**config.mk**
```make
export PLATFORM = sky130hd
export DESIGN_NAME = vsync_field_filter
export DESIGN_NICKNAME = d
export VERILOG_FILES = /design/src/rtl/vsf_pkg.sv /design/src/rtl/vsf_line_timer.sv /design/src/rtl/vsf_quadrant.sv /design/src/rtl/vsf_gate.sv /design/src/rtl/vsf_regen.sv /design/src/rtl/vsync_field_filter.sv
export SDC_FILE = /design/constraint.sdc
export NUM_CORES = 1
export LEC_CHECK = 0
export CAP_MARGIN = 20
export CORE_ASPECT_RATIO = 0.75
export CORE_MARGIN = 2
export CORE_UTILIZATION = 65
export CTS_CLUSTER_SIZE = 14
export DETAILED_ROUTE_END_ITERATION = 8
export PLACE_DENSITY = 0.87
export RECOVER_POWER = 25
export SYNTH_ARGS = -nofsm -noshare
export SYNTH_HDL_FRONTEND = slang
export SYNTH_HIERARCHICAL = 1
export SYNTH_SLANG_ARGS = --single-unit
```
**constraint.sdc**
```tcl
create_clock -name clk_i -period 10.6 [get_ports clk_i]
set_input_delay 2.12 -clock clk_i [delete_from_list [all_inputs] [get_ports clk_i]]
set_output_delay 2.12 -clock clk_i [all_outputs]
set_load 0.005 [all_outputs]
```
**src/rtl/vsf_pkg.sv**
```systemverilog
package vsf_pkg;
  typedef enum logic [1:0] {
    QD_FIRST  = 2'd0,
    QD_SECOND = 2'd1,
    QD_THIRD  = 2'd2,
    QD_FOURTH = 2'd3
  } quad_e;
endpackage

```
**src/rtl/vsf_line_timer.sv**
```systemverilog
module vsf_line_timer #(
  parameter int POS_W = 12
) (
  input  logic             clk_i,
  input  logic             rst_ni,
  input  logic             hsync_i,
  output logic             hs_rise_o,
  output logic [POS_W-1:0] pos_o,
  output logic [POS_W-1:0] period_o,
  output logic             period_ok_o
);
  logic             hs_q, seen_q, ok_q;
  logic [POS_W-1:0] pos_q, per_q;

  assign hs_rise_o   = hsync_i & ~hs_q;
  assign period_o    = per_q;
  assign period_ok_o = ok_q;

  always_comb begin
    if (hs_rise_o)         pos_o = '0;
    else if (pos_q == '1)  pos_o = pos_q;
    else                   pos_o = pos_q + 1'b1;
  end

  always_ff @(posedge clk_i or negedge rst_ni) begin
    if (!rst_ni) begin
      hs_q   <= 1'b0;
      seen_q <= 1'b0;
      ok_q   <= 1'b0;
      pos_q  <= '0;
      per_q  <= '0;
    end else begin
      hs_q  <= hsync_i;
      pos_q <= pos_o;
      if (hs_rise_o) begin
        seen_q <= 1'b1;
        if (seen_q) begin
          per_q <= pos_q + 1'b1;
          ok_q  <= 1'b1;
        end
      end
    end
  end
endmodule

```
**src/rtl/vsf_quadrant.sv**
```systemverilog
module vsf_quadrant
  import vsf_pkg::*;
#(
  parameter int POS_W = 12
) (
  input  logic [POS_W-1:0] pos_i,
  input  logic [POS_W-1:0] period_i,
  input  logic [POS_W-1:0] thresh_i,
  output quad_e            quad_o
);
  localparam int W = POS_W + 2;

  logic [W-1:0] pos_w, per_w, thr_w, off, qtr;

  always_comb begin
    pos_w = W'(pos_i);
    per_w = W'(period_i);
    thr_w = W'(thresh_i);
    qtr   = per_w >> 2;
    off   = (pos_w >= thr_w) ? (pos_w - thr_w) : (pos_w + per_w - thr_w);
    if (off < qtr)              quad_o = QD_FIRST;
    else if (off < (qtr << 1))  quad_o = QD_SECOND;
    else if (off < (qtr * 3))   quad_o = QD_THIRD;
    else                        quad_o = QD_FOURTH;
  end
endmodule

```
**src/rtl/vsf_gate.sv**
```systemverilog
module vsf_gate #(
  parameter int CNT_W     = 12,
  parameter int GAP_LINES = 64
) (
  input  logic             clk_i,
  input  logic             rst_ni,
  input  logic             hs_rise_i,
  input  logic             vsync_i,
  input  logic             period_ok_i,
  output logic             accept_o,
  output logic             vs_d_o,
  output logic [CNT_W-1:0] lines_o
);
  localparam int GAP_W = $clog2(GAP_LINES + 1);
  localparam logic [GAP_W-1:0] GAP_FULL = GAP_W'(GAP_LINES);

  logic             vs_q;
  logic [GAP_W-1:0] spc_q;
  logic [CNT_W-1:0] hs_cnt_q, lines_q;

  assign vs_d_o   = vs_q;
  assign lines_o  = lines_q;
  assign accept_o = vsync_i & ~vs_q & period_ok_i & (spc_q == GAP_FULL);

  always_ff @(posedge clk_i or negedge rst_ni) begin
    if (!rst_ni) begin
      vs_q     <= 1'b0;
      spc_q    <= GAP_FULL;
      hs_cnt_q <= '0;
      lines_q  <= '0;
    end else begin
      vs_q <= vsync_i;
      if (accept_o) begin
        spc_q    <= '0;
        hs_cnt_q <= hs_rise_i ? CNT_W'(1) : '0;
        lines_q  <= hs_cnt_q;
      end else if (hs_rise_i) begin
        if (spc_q != GAP_FULL) spc_q <= spc_q + 1'b1;
        if (hs_cnt_q != '1)    hs_cnt_q <= hs_cnt_q + 1'b1;
      end
    end
  end

  assert_gap_R5: assert property (@(posedge clk_i) disable iff (!rst_ni)
    accept_o |=> !accept_o);
  assert_sat_hold_R10: assert property (@(posedge clk_i) disable iff (!rst_ni)
    (hs_cnt_q == '1 && !accept_o) |=> hs_cnt_q == '1);
  assert_lines_hold_R9: assert property (@(posedge clk_i) disable iff (!rst_ni)
    !accept_o |=> $stable(lines_o));
endmodule

```
**src/rtl/vsf_regen.sv**
```systemverilog
module vsf_regen #(
  parameter int POS_W = 12,
  parameter int DUR_W = 8
) (
  input  logic             clk_i,
  input  logic             rst_ni,
  input  logic             hs_rise_i,
  input  logic [POS_W-1:0] pos_i,
  input  logic [POS_W-1:0] period_i,
  input  logic             accept_i,
  input  logic             odd_i,
  input  logic             vsync_i,
  input  logic             dur_en_i,
  input  logic [DUR_W-1:0] dur_i,
  output logic             act_o,
  output logic             field_o
);
  logic             pend_q, pend_odd_q, arm_q, act_q, field_q;
  logic [DUR_W-1:0] rem_q;
  logic             mid_hit, evt_cur, start, stop;

  assign mid_hit = !hs_rise_i && (pos_i == (period_i >> 1));
  assign evt_cur = field_q ? mid_hit : hs_rise_i;
  assign start   = (pend_q && !pend_odd_q && hs_rise_i) || (arm_q && mid_hit);
  assign stop    = act_q && !start && evt_cur &&
                   (dur_en_i ? (rem_q <= DUR_W'(1)) : !vsync_i);
  assign act_o   = act_q;
  assign field_o = field_q;

  always_ff @(posedge clk_i or negedge rst_ni) begin
    if (!rst_ni) begin
      pend_q     <= 1'b0;
      pend_odd_q <= 1'b0;
      arm_q      <= 1'b0;
      act_q      <= 1'b0;
      field_q    <= 1'b0;
      rem_q      <= '0;
    end else begin
      // pend: waiting for next line; arm: field 1 waiting for mid-line
      if (accept_i) begin
        pend_q     <= 1'b1;
        pend_odd_q <= odd_i;
        arm_q      <= 1'b0;
      end else if (pend_q && hs_rise_i) begin
        pend_q <= 1'b0;
        arm_q  <= pend_odd_q;
      end else if (arm_q && mid_hit) begin
        arm_q <= 1'b0;
      end

      if (start) begin
        act_q   <= 1'b1;
        field_q <= pend_odd_q;
        rem_q   <= dur_i;
      end else if (stop) begin
        act_q <= 1'b0;
      end else if (act_q && evt_cur && dur_en_i) begin
        rem_q <= rem_q - 1'b1;
      end
    end
  end

  assert_end_on_event_R7: assert property (@(posedge clk_i) disable iff (!rst_ni)
    $fell(act_q) |-> $past(evt_cur));
  assert_field_hold_R2: assert property (@(posedge clk_i) disable iff (!rst_ni)
    (act_q && !start) |=> $stable(field_q));
endmodule

```
**src/rtl/vsync_field_filter.sv**
```systemverilog
module vsync_field_filter
  import vsf_pkg::*;
#(
  parameter int POS_W     = 12,
  parameter int CNT_W     = 12,
  parameter int DUR_W     = 8,
  parameter int GAP_LINES = 64
) (
  input  logic             clk_i,
  input  logic             rst_ni,
  input  logic             hsync_i,
  input  logic             vsync_i,
  input  logic [POS_W-1:0] sep_thresh_i,
  input  logic             filt_en_i,
  input  logic             dur_en_i,
  input  logic [DUR_W-1:0] dur_lines_i,
  input  logic             vs_pol_i,
  input  logic             fld_pol_i,
  output logic             vsync_o,
  output logic             field_o,
  output logic [CNT_W-1:0] lines_o
);
  logic             hs_rise, per_ok, accept, vs_d, act, fld, odd;
  logic [POS_W-1:0] pos, period;
  quad_e            quad;

  vsf_line_timer #(.POS_W(POS_W)) u_timer (
    .clk_i(clk_i), .rst_ni(rst_ni), .hsync_i(hsync_i),
    .hs_rise_o(hs_rise), .pos_o(pos), .period_o(period), .period_ok_o(per_ok)
  );

  vsf_quadrant #(.POS_W(POS_W)) u_quad (
    .pos_i(pos), .period_i(period), .thresh_i(sep_thresh_i), .quad_o(quad)
  );

  assign odd = (quad == QD_SECOND) || (quad == QD_THIRD);

  vsf_gate #(.CNT_W(CNT_W), .GAP_LINES(GAP_LINES)) u_gate (
    .clk_i(clk_i), .rst_ni(rst_ni), .hs_rise_i(hs_rise), .vsync_i(vsync_i),
    .period_ok_i(per_ok), .accept_o(accept), .vs_d_o(vs_d), .lines_o(lines_o)
  );

  vsf_regen #(.POS_W(POS_W), .DUR_W(DUR_W)) u_regen (
    .clk_i(clk_i), .rst_ni(rst_ni), .hs_rise_i(hs_rise), .pos_i(pos),
    .period_i(period), .accept_i(accept), .odd_i(odd), .vsync_i(vsync_i),
    .dur_en_i(dur_en_i), .dur_i(dur_lines_i), .act_o(act), .field_o(fld)
  );

  assign vsync_o = (filt_en_i ? act : vs_d) ^ ~vs_pol_i;
  assign field_o = filt_en_i & (fld ~^ fld_pol_i);

  assert_no_accept_unmeasured_R12: assert property (@(posedge clk_i) disable iff (!rst_ni)
    !per_ok |-> !accept);
  assert_no_pulse_unmeasured_R12: assert property (@(posedge clk_i) disable iff (!rst_ni)
    !per_ok |-> !act);
endmodule

```
# == Word level (Yosys, flattened, before mapping) ==
# Cells that the tools add are included.
# classes
reduce_logical,27
eq_ne,8
magnitude_cmp,5
n_addsub,7
muxes,26
mul,1
n_div,0
shift,0
bitwise_logic,10
# op_table
operator,n
$mux 12,5
$add 12x1->12 const B,2
$mux 8,3
$mux 7,3
$lt 14x16->1,1
$lt 14x10->1,1
$lt 14x11->1,1
$mux 14,1
$sub 14x12->14,1
$add 12x12->13,1
$sub 12x12->13,1
$eq 12x11->1,1
$eq 12x12->1 const B,1
$ge 12x12->1,1
$mul 10x2->12 const B,1
$mux 1,12
$ne 12x12->1 const B,1
$reduce_bool 2->1,6
$logic_and 1x1->1,10
$le 8x1->1 const B,1
$reduce_and 2->1,4
$sub 8x1->8 const B,1
$add 7x1->7 const B,1
$eq 7x7->1 const B,1
12 further kinds,23
# totals
ff_bits,72
in_bits,28
latchBits,0
out_inout_bits,14
wordCells,99
n_memories,0
ramBits,0
mem_bits_ro,0

# == Depth between registers and ports, before layout ==
# Gate-level depths: netlist of the first run.
# logic_depth
ltp_word,13
ltp_mapped,29
depth_no_buf,28

# == By module ==
# Netlist of the first run, hierarchy kept.
# modules_own_cells
module,cells_per_inst,area_each_um2,seq_area_each_um2,instances
vsf_quadrant,369,2793.9,0.0,1
vsf_gate,153,1511.4,802.0,1
vsf_line_timer,106,1179.9,675.6,1
vsf_regen,101,964.7,325.3,1
vsync_field_filter,5,43.8,0.0,1

# == Worst setup path before layout of the first run ==
# Ideal clock, no wire load.
# synth_timing
path_type,input to register
startpoint,input port hsync_i
endpoint,register u_regen.pend_odd_q
arrival_time_ns,6.658
stages,23
path_buffers,4
required_time_ns,10.474
setup_ns,0.126
path_slack_ns,3.816
path_cell_list,nor2b_1 clkbuf_1 a21oi_1 ha_1 a21oi_1 o21ai_0 a31oi_1 o2bb2ai_2 or2_1 buf_6 buf_2 buf_2 o21ai_1 ha_1 a21o_1 a221o_1 a21oi_1 nor3_1 a2111oi_0 a41oi_2 xor2_1 nand2_1 o21ai_0
# synth_between
elab_chain_len,11
word_cells_on_any_way,16
cone_classes,add/sub: 3; order compare: 4; eq/ne: 2; mux: 5; bitwise: 1; reduce/logical: 1
# synth_lines
element,line,source
"start, declared",vsync_field_filter.sv:11,"input logic hsync_i,"
$and 1x1->1 *,vsf_line_timer.sv:15,assign hs_rise_o = hsync_i & ~hs_q;
via hs_rise,vsync_field_filter.sv:23,"logic hs_rise, per_ok, accept, vs_d, act, fld, odd;"
$mux 12 *,vsf_line_timer.sv:20,if (hs_rise_o) pos_o = '0;
via pos[6],vsync_field_filter.sv:24,"logic [POS_W-1:0] pos, period;"
$add 12x12->13,vsf_quadrant.sv:20,off = (pos_w >= thr_w) ? (pos_w - thr_w) : (pos_w + per_w - thr_w);
$sub 14x12->14,vsf_quadrant.sv:20,
$mux 14 *,vsf_quadrant.sv:20,
$lt 14x16->1,vsf_quadrant.sv:23,else if (off < (qtr * 3)) quad_o = QD_THIRD;
$mux 1,vsf_quadrant.sv:23,
$mux 2,vsf_quadrant.sv:22,else if (off < (qtr << 1)) quad_o = QD_SECOND;
$mux 2 *,vsf_quadrant.sv:21,if (off < qtr) quad_o = QD_FIRST;
via quad[0],vsync_field_filter.sv:25,quad_e quad;
$eq 2x1->1 or $eq 2x2->1 (tied branches),vsync_field_filter.sv:36,assign odd = (quad == QD_SECOND) || (quad == QD_THIRD);
$logic_or 1x1->1 *,vsync_field_filter.sv:36,
via odd,vsync_field_filter.sv:23,
"end signal, assigned",vsf_regen.sv:42,pend_odd_q <= odd_i;
"end, declared",vsf_regen.sv:18,"logic pend_q, pend_odd_q, arm_q, act_q, field_q;"
# Mark *: on every way through the listed nets, which the timed path passes. The rest lies on a longest branch.
# A chain may end at the register's enable or synchronous reset.

# == Worst setup path in the final report of the first run ==
# Ends and elaborated chain as after synthesis.

==> results of run 1 <==
## worst max-delay path, stage by stage
cell and delay [ps]:
dlygate4sd3_1 550, nor2b_2 150, buf_4 220, a21oi_1 400, ha_1 330, nand2_1 100
o21ai_0 340, a31oi_1 110, o2bb2ai_2 290, or2_1 820, o21ai_0 450, ha_1 420
and3_1 210, a221o_1 310, a21oi_1 260, nor3_1 80, a2111oi_0 570, a41oi_2 200
xor2_1 190, nand2_1 60, o21ai_0 80
## Yosys cell counts (3+ instances only)
cell / instances / area share
mux2i_1: 9 / 0.014
nand3_1: 18 / 0.014
ha_1: 70 / 0.13
or3_1: 8 / 0.0077
a21oi_1: 57 / 0.044
nor2_1: 39 / 0.023
buf_2: 6 / 0.0046
nor4_4: 3 / 0.0098
a31oi_1: 10 / 0.0096
xor2_1: 25 / 0.034
mux2_2: 3 / 0.0052
o21bai_1: 7 / 0.0081
nor2b_1: 11 / 0.011
o31ai_1: 7 / 0.0081
nor4b_1: 3 / 0.0040
xnor2_1: 32 / 0.043
clkbuf_1: 3 / 0.0017
and3_1: 7 / 0.0067
buf_6: 4 / 0.0069
o21ai_0: 39 / 0.030
a211oi_1: 9 / 0.010
dfrtp_1: 71 / 0.27
and4_1: 4 / 0.0054
nand4_1: 15 / 0.014
and2_1: 3 / 0.0029
nand2b_1: 5 / 0.0048
inv_1: 83 / 0.048
a21o_1: 20 / 0.023
o21ai_1: 8 / 0.0062
or4_1: 5 / 0.0058
or3_2: 3 / 0.0035
nand2_1: 73 / 0.042
fa_1: 14 / 0.043
nor3_1: 7 / 0.0054
## through the flow
| stage | cell area [um^2] | worst slack (ps) | hold slack (ps) | instances | util |
|---|---|---|---|---|---|
| floorplan | 6490 | 3820 | 427 | 734 | - |
| CTS | 7320 | 2930 | 477 | 912 | 0.754 |
| global placement | 7000 | 2750 | 453 | 896 | 0.721 |
| global route | 7310 | 2350 | 491 | 912 | 0.754 |
| detailed placement | 7000 | 2580 | 462 | 896 | 0.721 |
| finish | 7310 | 2510 | 472 | 912 | 0.754 |
## cells by family (layout without fill, tap and decap cells)
kind of cell	after synthesis	after routing	share of synthesized area
and+or+nand+nor	228	228	0.197
AOI/OAI and AO/OA	184	184	0.190
buffers and inverters	97	143	0.0618
adders and majority gates	84	84	0.178
DFF	72	72	0.278
xor gates and xnor gates	57	57	0.0769
muxes	12	12	0.0191
## registers in the layout (all words and copies together), names as in the netlist, 7 cells and up
| name | cells |
|---|---|
| u_gate/hs_cnt_q | 12 |
| u_gate/lines_o | 12 |
| u_gate/spc_q | 7 |
| u_regen/rem_q | 8 |
| u_timer/period_o | 12 |
| u_timer/pos_q | 12 |
## layer usage
| layer | global-route usage | vias to the layer above |
|---|---|---|
| met5 | 0 | - |
| met4 | 0.0598 | 0 |
| met3 | 0.0890 | 17 |
| met2 | 0.474 | 229 |
| met1 | 0.444 | 2700 |
| li1 | - | 2678 |
## layout make-up
cell class | instances | area, um^2 | area share
flip-flops and latches | 72 | 1800 | 0.247
clock buffers | 9 | 225 | 0.0308
well taps | 132 | 165 | 0.0226
inverters | 84 | 315 | 0.0431
multi-input cells | 565 | 4290 | 0.587
repair buffers | 43 | 417 | 0.0570
clock inverters | 7 | 95.1 | 0.0130
## report_power, final
group	internal, mW	switching [mW]
Clock	0.206	0.116
Sequential	0.304	0.0446
Combinational	0.346	0.464
## final timing paths
kind / endpoint / slack [ps] / depth (start not counted)
setup / recovery: u_regen/pend_odd_q$_DFFE_PN0P_ / 2510 / 21
hold / removal: u_gate/lines_o[7]$_DFFE_PN0P_ / 470 / 2
setup reg to reg: u_regen/pend_odd_q$_DFFE_PN0P_ / 3740 / 21
hold reg to reg: u_gate/lines_o[7]$_DFFE_PN0P_ / 470 / 2
max in group asynchronous: u_timer/period_o[1]$_DFFE_PN0P_ / 5310 / 2
min in group asynchronous: u_timer/period_o[7]$_DFFE_PN0P_ / 3170 / 2
==> results.cfg, run 1 <==
[sta]
rsz0062_at_grt = false
slew_headroom = -1.50
clock_skew_ps = 6.20
worstMarginPinSlew_ps = 3750
fmax_mhz = 124
drv_slew = 73
setup_viol = 0
tns_ps = 0
hold_viol_final = 0
fin_crit_ps = 8090
finalCritPeriodShare = 0.763

[global_routing]
antenna_found_initial = 0
grt_max_degree = 73
grt.total_usage = 0.310
grt_overflow_total = 0
first_global_vias = 5522
grt_pass1_wl_um = 27000

[power_and_ir_drop]
peakVddDrop_mv = 0.198
p_per_area_mw_per_mm2 = 202
p_leak_nw = 3.40
total_power_mw = 1.48

[clock_tree]
cts_setup_buffers = 0
cts_made_buffers = 9
cts.repair.resized = 0
htreeDepth = 3
worstSkewPairLatency_ps = 340
cts_root_buf = clkbuf_16
max-clock-path-buffers = 2
cts_sinks = 72
cts_tree = built
cts_hold_buf = 0
path_clk_slew_ps = 60

[worst_hold_path]
holdCritStartpoint = u_gate/lines_o[7]$_DFFE_PN0P_
hold_class = register to register

[yosys]
synth_cell_types = 78
ys_ff_latch = 72
syn_nets = 846
synthArstFlopShare = 1.00
synth_edf_count = 0
yosysWarnings = 6
ys.flop_type = dfrtp_1
seq_area_frac_synth = 0.278
synth.avg_cell_area_um2 = 8.85
synthCells = 734
syn_area_mm2 = 0.00649

[critical_path]
start_kind = input pin
critical_path_arrival_ps = 8290
worstSetupPathType = input pin to register
cp_data_required_time_ps = 10800
r2r_start = u_timer/pos_q[0]$_DFF_PN0_
crit_path_max_fanout = 29
startpoint = hsync_i
cp-end-kind = register

[finish]
area_delta_synth_final_pct = 12.6
layout_commonest_cell = inv_1
drive_gt1_frac = 0.0705
layout_common_cells = inv_1 (83), nand2_1 (73), dfrtp_1 (71)
fillCellCount = 671
fin_nets = 887
antenna_cells = 0

[run]
drv_cap = 1

[outcome]
status = complete, but fails checks
violations = max-capacitance violations, max-slew violations

[drt]
met1_length_um = 7140
drt_wl_total_um = 16000
top_layer = met4
drtIter0Drc = 476
viasPerCell = 6.17
first_pass_iters = 6
wl_met3_um = 1490
drc_errors = 0
ant_nets = 0
avgRoutedWirePerCell_um = 17.6
vias = 5624
met2_length_um = 7250

[floorplanning]
die_area_mm2 = 0.0108
rows = 31
die_h_um = 90.6
ios = 42
die_w_um = 119
initial_utilization = 0.670
coreArea_mm2 = 0.00970

[place]
gp_congestion = 0.979
dp_hpwl_um = 12300
io_buffers = 41
Power figures use the tool's default switching activity.
==> run 2, diff against run 1 <==
--- a/config.mk
+++ b/config.mk
@@ -8,10 +8,10 @@
 export CAP_MARGIN = 20
 export CORE_ASPECT_RATIO = 0.75
 export CORE_MARGIN = 2
-export CORE_UTILIZATION = 65
+export CORE_UTILIZATION = 61
 export CTS_CLUSTER_SIZE = 14
 export DETAILED_ROUTE_END_ITERATION = 8
-export PLACE_DENSITY = 0.87
+export PLACE_DENSITY = 0.83
 export RECOVER_POWER = 25
 export SYNTH_ARGS = -nofsm -noshare
 export SYNTH_HDL_FRONTEND = slang
==> constraint.sdc (replaced) <==
create_clock -name clk_i -period 7.7 [get_ports clk_i]
set_input_delay 1.54 -clock clk_i [delete_from_list [all_inputs] [get_ports clk_i]]
set_output_delay 1.54 -clock clk_i [all_outputs]
set_load 0.005 [all_outputs]
==> results.cfg, run 2 (same netlist as run 1, synthesis figures left out) <==
[outcome]
violations = max-capacitance violations, max-slew violations
status = complete, but fails checks

[critical_path]
worstSetupPathType = input pin to register
cp-end-kind = register
crit_path_max_fanout = 14
r2r_slack_ps = 980
critical_path_arrival_ps = 7360
cp_data_required_time_ps = 7910
start_kind = input pin

[sta]
hold_viol_final = 0
finalCritPeriodShare = 0.929
holdWs_ps = 471
drv_slew = 73
tns_ps = 0
fmax_mhz = 140
setup_viol = 0
rsz0062_at_grt = false
fin_crit_ps = 7150
slew_headroom = -1.53
clock_skew_ps = 7.09
worstMarginPinSlew_ps = 3800

[finish]
layout_common_cells = inv_1 (83), nand2_1 (73), dfrtp_1 (71)
fillCellCount = 790
drive_gt1_frac = 0.0739
multi_input_comb_area_mm2 = 0.00429
antenna_cells = 0
layout_commonest_cell = inv_1
register_area_mm2 = 0.00180
fin_nets = 892
area_delta_synth_final_pct = 12.9

[power_and_ir_drop]
p_per_area_mw_per_mm2 = 277
swShare = 0.425
p_int_mw = 1.17
p_clk_frac = 0.208
power_switching_mw = 0.864
pwr-share-comb = 0.555
p_leak_nw = 3.42
peakVddDrop_mv = 0.212
pwr-share-seq = 0.237
total_power_mw = 2.03

[clock_tree]
cts_made_buffers = 9
cts_root_buf = clkbuf_16
cts_tree = built
cts_hold_buf = 0
htreeDepth = 3
cts_sinks = 72
max-clock-path-buffers = 2
worstSkewPairLatency_ps = 340
cts_setup_buffers = 0
cts.repair.resized = 0
path_clk_slew_ps = 60

[floorplanning]
die_w_um = 123
ios = 42
die_h_um = 93.4
initial_utilization = 0.629
coreArea_mm2 = 0.0103
die_area_mm2 = 0.0115
rows = 32

[global_routing]
first_global_vias = 5406
antenna_found_initial = 0
grt_max_degree = 73
grt_overflow_total = 0
grt_pass1_wl_um = 26500
grt.total_usage = 0.298

[drt]
viasPerCell = 6.19
drt_wl_total_um = 16300
first_pass_iters = 5
drtIter0Drc = 502
drc_errors = 0
avgRoutedWirePerCell_um = 17.7
vias = 5705
ant_nets = 0

[worst_hold_path]
hold_class = register to register

[place]
dp_hpwl_um = 12400
gp_congestion = 0.961
io_buffers = 41

[run]
drv_cap = 1
==> run 2: worst paths after layout <==
kind                                               start                         endpoint  cells past startpoint
max                                              hsync_i   u_regen/pend_odd_q$_DFFE_PN0P_                     24
min                        u_gate/lines_o[4]$_DFFE_PN0P_    u_gate/lines_o[4]$_DFFE_PN0P_                      2
max reg2reg                   u_timer/pos_q[0]$_DFF_PN0_   u_regen/pend_odd_q$_DFFE_PN0P_                     26
min reg2reg                u_gate/lines_o[4]$_DFFE_PN0P_    u_gate/lines_o[4]$_DFFE_PN0P_                      2
max in group asynchronous                         rst_ni  u_timer/period_o[2]$_DFFE_PN0P_                      2
min in group asynchronous                         rst_ni    u_gate/lines_o[5]$_DFFE_PN0P_                      2
==> run 2: per-layer routing <==
metal | global-route usage | share of wire
met5 | 0 | 0
met3 | 0.0707 | 0.086
met1 | 0.424 | 0.45
met2 | 0.459 | 0.44
met4 | 0.0682 | 0.018
==> run 2: area by class of cell <==
| cell class | instances | share of cell area |
|---|---|---|
| Multi-Input combinational cell | 565 | 0.585 |
| Sequential cell | 72 | 0.246 |
| Timing Repair Buffer | 48 | 0.0619 |
| Inverter | 84 | 0.0430 |
| Clock buffer | 13 | 0.0355 |
| Tap cell | 136 | 0.0232 |
| Clock inverter | 3 | 0.00546 |
==> run 2: through the flow <==
step / worst slack [ps] / util / area (um^2) / std cells
floorplan: 1500 / - / 6490 / 734
global placement: 518 / 0.681 / 7040 / 905
detailed placement: 455 / 0.681 / 7040 / 905
CTS: 786 / 0.710 / 7340 / 921
global route: 188 / 0.710 / 7330 / 921
finish: 549 / 0.710 / 7330 / 921
==> run 2: worst max-delay path, cell delays in order <==
cell and delay [ps]:
dlygate4sd3_1 540, nor2b_2 250, nor2_1 420, inv_1 130, fa_1 550, inv_1 70
fa_1 490, a211oi_1 310, nor4b_1 110, a211oi_1 550, o21ai_0 240, xor2_1 180
mux2i_1 300, inv_1 80, ha_1 300, nand3_1 150, nor2_1 90, a211oi_1 250
o31a_1 220, o311ai_2 130, nor2b_1 170, xor2_1 140, nand2_1 70, o21ai_0 80
==> run 2: power groups by stage <==
stage	clock network, mW	registers (mW)	logic [mW]
final	0.422	0.481	1.13
after global routing	0.446	0.485	1.23
after CTS	0.429	0.479	1.09
after detailed placement	0	0.484	1.08
after global placement	0	0.481	0.999
after floorplan	0	0.469	0.797
==> run 3, diff against run 2 <==
--- a/config.mk
+++ b/config.mk
@@ -8,12 +8,13 @@
 export CAP_MARGIN = 20
 export CORE_ASPECT_RATIO = 0.75
 export CORE_MARGIN = 2
-export CORE_UTILIZATION = 61
+export CORE_UTILIZATION = 55
 export CTS_CLUSTER_SIZE = 14
 export DETAILED_ROUTE_END_ITERATION = 8
-export PLACE_DENSITY = 0.83
+export PLACE_DENSITY = 0.79
 export RECOVER_POWER = 25
 export SYNTH_ARGS = -nofsm -noshare
 export SYNTH_HDL_FRONTEND = slang
 export SYNTH_HIERARCHICAL = 1
 export SYNTH_SLANG_ARGS = --single-unit
+export TNS_END_PERCENT = 10
==> constraint.sdc (replaced) <==
create_clock -name clk_i -period 5.81 [get_ports clk_i]
set_input_delay 1.162 -clock clk_i [delete_from_list [all_inputs] [get_ports clk_i]]
set_output_delay 1.162 -clock clk_i [all_outputs]
set_load 0.005 [all_outputs]
==> results.cfg, run 3 (same netlist as run 1, synthesis figures left out) <==
[power_and_ir_drop]
p_leak_nw = 3.87
peakVddDrop_mv = 0.293
p_per_area_mw_per_mm2 = 373
total_power_mw = 3.09

[sta]
hold_viol_final = 0
finalCritPeriodShare = 0.944
clock_skew_ps = 4.99
rsz0062_at_grt = false
setup_viol = 0
fin_crit_ps = 5490
fmax_mhz = 182
drv_slew = 73
slew_headroom = -1.57
worstMarginPinSlew_ps = 3860

[drt]
drc_errors = 0
drtIter0Drc = 491
viasPerCell = 5.90
ant_nets = 0
first_pass_iters = 5
vias = 6098
drt_wl_total_um = 18100
avgRoutedWirePerCell_um = 17.5

[finish]
fin_nets = 979
final-instance-count-excl-fill = 1034
layout_common_cells = buf_4 (87), inv_1 (80), nand2_1 (72)
fillCellCount = 871
area_delta_synth_final_pct = 27.7
layout_commonest_cell = buf_4
final_area_mm2 = 0.00829
antenna_cells = 0
drive_gt1_frac = 0.205

[place]
gp_congestion = 0.934
io_buffers = 41
dp_hpwl_um = 13700
placed_area_mm2 = 0.00771
place_inst = 1014

[outcome]
violations = max-capacitance violations, max-slew violations
status = complete, but fails checks

[critical_path]
cpMaxStageDelayCell = fa_1
cp_data_required_time_ps = 6010
worstSetupPathType = input pin to register
crit_path_max_fanout = 5
path_buf_inv = 5
cpPeakStageDelay_ps = 530
worst_path_dominant_cell_family = compound AO/OA/AOI/OAI gates
cp-end-kind = register
critical_path_arrival_ps = 5690
start_kind = input pin

[global_routing]
grt_max_degree = 73
first_global_vias = 5800
grt_overflow_total = 0
grt.total_usage = 0.282
antenna_found_initial = 0
grt_pass1_wl_um = 28200

[floorplanning]
die_area_mm2 = 0.0127
die_h_um = 98.1
die_w_um = 129
coreArea_mm2 = 0.0116
ios = 42
initial_utilization = 0.561
rows = 34

[clock_tree]
path_clk_slew_ps = 50
cts_tree = built
cts_made_buffers = 9
cts_sinks = 72
max-clock-path-buffers = 2
htreeDepth = 3
worstSkewPairLatency_ps = 330
cts_root_buf = clkbuf_16

[worst_hold_path]
hold_class = register to register

[run]
drv_cap = 1
## run 3: changes by cell type in the layout (fill, tap and decap cells not counted), sizes merged
cell	change
clkinv	-1
clkdlybuf4s25	+1
buf	+82
dlygate4sd3	-1
clkinvlp	+1
bufinv	-1
clkbuf	+6
## run 3: worst paths after layout
| path | startpoint | slack [ps] | cells after the start | end |
|---|---|---|---|---|
| worst max register to register | u_timer/pos_q[1]$_DFF_PN0_ | 410 | 27 | u_regen/pend_odd_q$_DFFE_PN0P_ |
| worst max-delay path | hsync_i | 320 | 26 | u_regen/pend_odd_q$_DFFE_PN0P_ |
| worst min-delay path | u_gate/lines_o[7]$_DFFE_PN0P_ | 470 | 2 | u_gate/lines_o[7]$_DFFE_PN0P_ |
| max in group asynchronous | rst_ni | 1350 | 2 | u_regen/rem_q[0]$_DFFE_PN0P_ |
| worst min register to register | u_gate/lines_o[7]$_DFFE_PN0P_ | 470 | 2 | u_gate/lines_o[7]$_DFFE_PN0P_ |
| min in group asynchronous | rst_ni | 2270 | 2 | u_gate/lines_o[5]$_DFFE_PN0P_ |
## run 3: per-stage QoR
stage | TNS (ps) | hold WS (ps) | utilization | setup slack (ps)
after global placement | -575 | 452 | 0.666 | -575
after CTS | 0 | 475 | 0.695 | 7.70
after floorplan | 0 | 427 | - | 87.0
final | 0 | 471 | 0.716 | 323
after global routing | 0 | 491 | 0.716 | 84.3
after detailed placement | -694 | 461 | 0.666 | -694
## run 3: layout make-up
cell class	instances	area (um^2)	area share
Multi-Input combinational cell	565	4560	0.550
Sequential cell	72	1800	0.217
Timing Repair Buffer	135	1120	0.135
Inverter	84	315	0.0380
Clock buffer	14	274	0.0331
Tap cell	162	203	0.0244
Clock inverter	2	12.5	0.00151
## run 3: what timing repair did
item / CTS / global route
cloned: 0 / 1
buffers inserted: 0 / 4
pin swaps: 3 / 15
gates resized for setup: 11 / 45
hold buffers: 0 / 0
endpoints found under the setup margin: 1 / 1
## run 3: where the power goes
group	internal (mW)	switching [mW]	total (mW)
Clock	0.323	0.199	0.523
Combinational	0.923	1.02	1.95
Sequential	0.554	0.0659	0.620
## run 3: per-layer routing
layer	part of all wire	GRT usage	vias to the layer above
li1	-	-	2856
met1	0.46	0.411	2962
met2	0.45	0.435	233
met3	0.065	0.0548	47
met4	0.023	0.0711	0
met5	0	0	-
## run 3: tightest hold or removal path: stages (launching register included)
cell	delay, ps
dfrtp_1	340
nand2_1	50
nand2_1	50
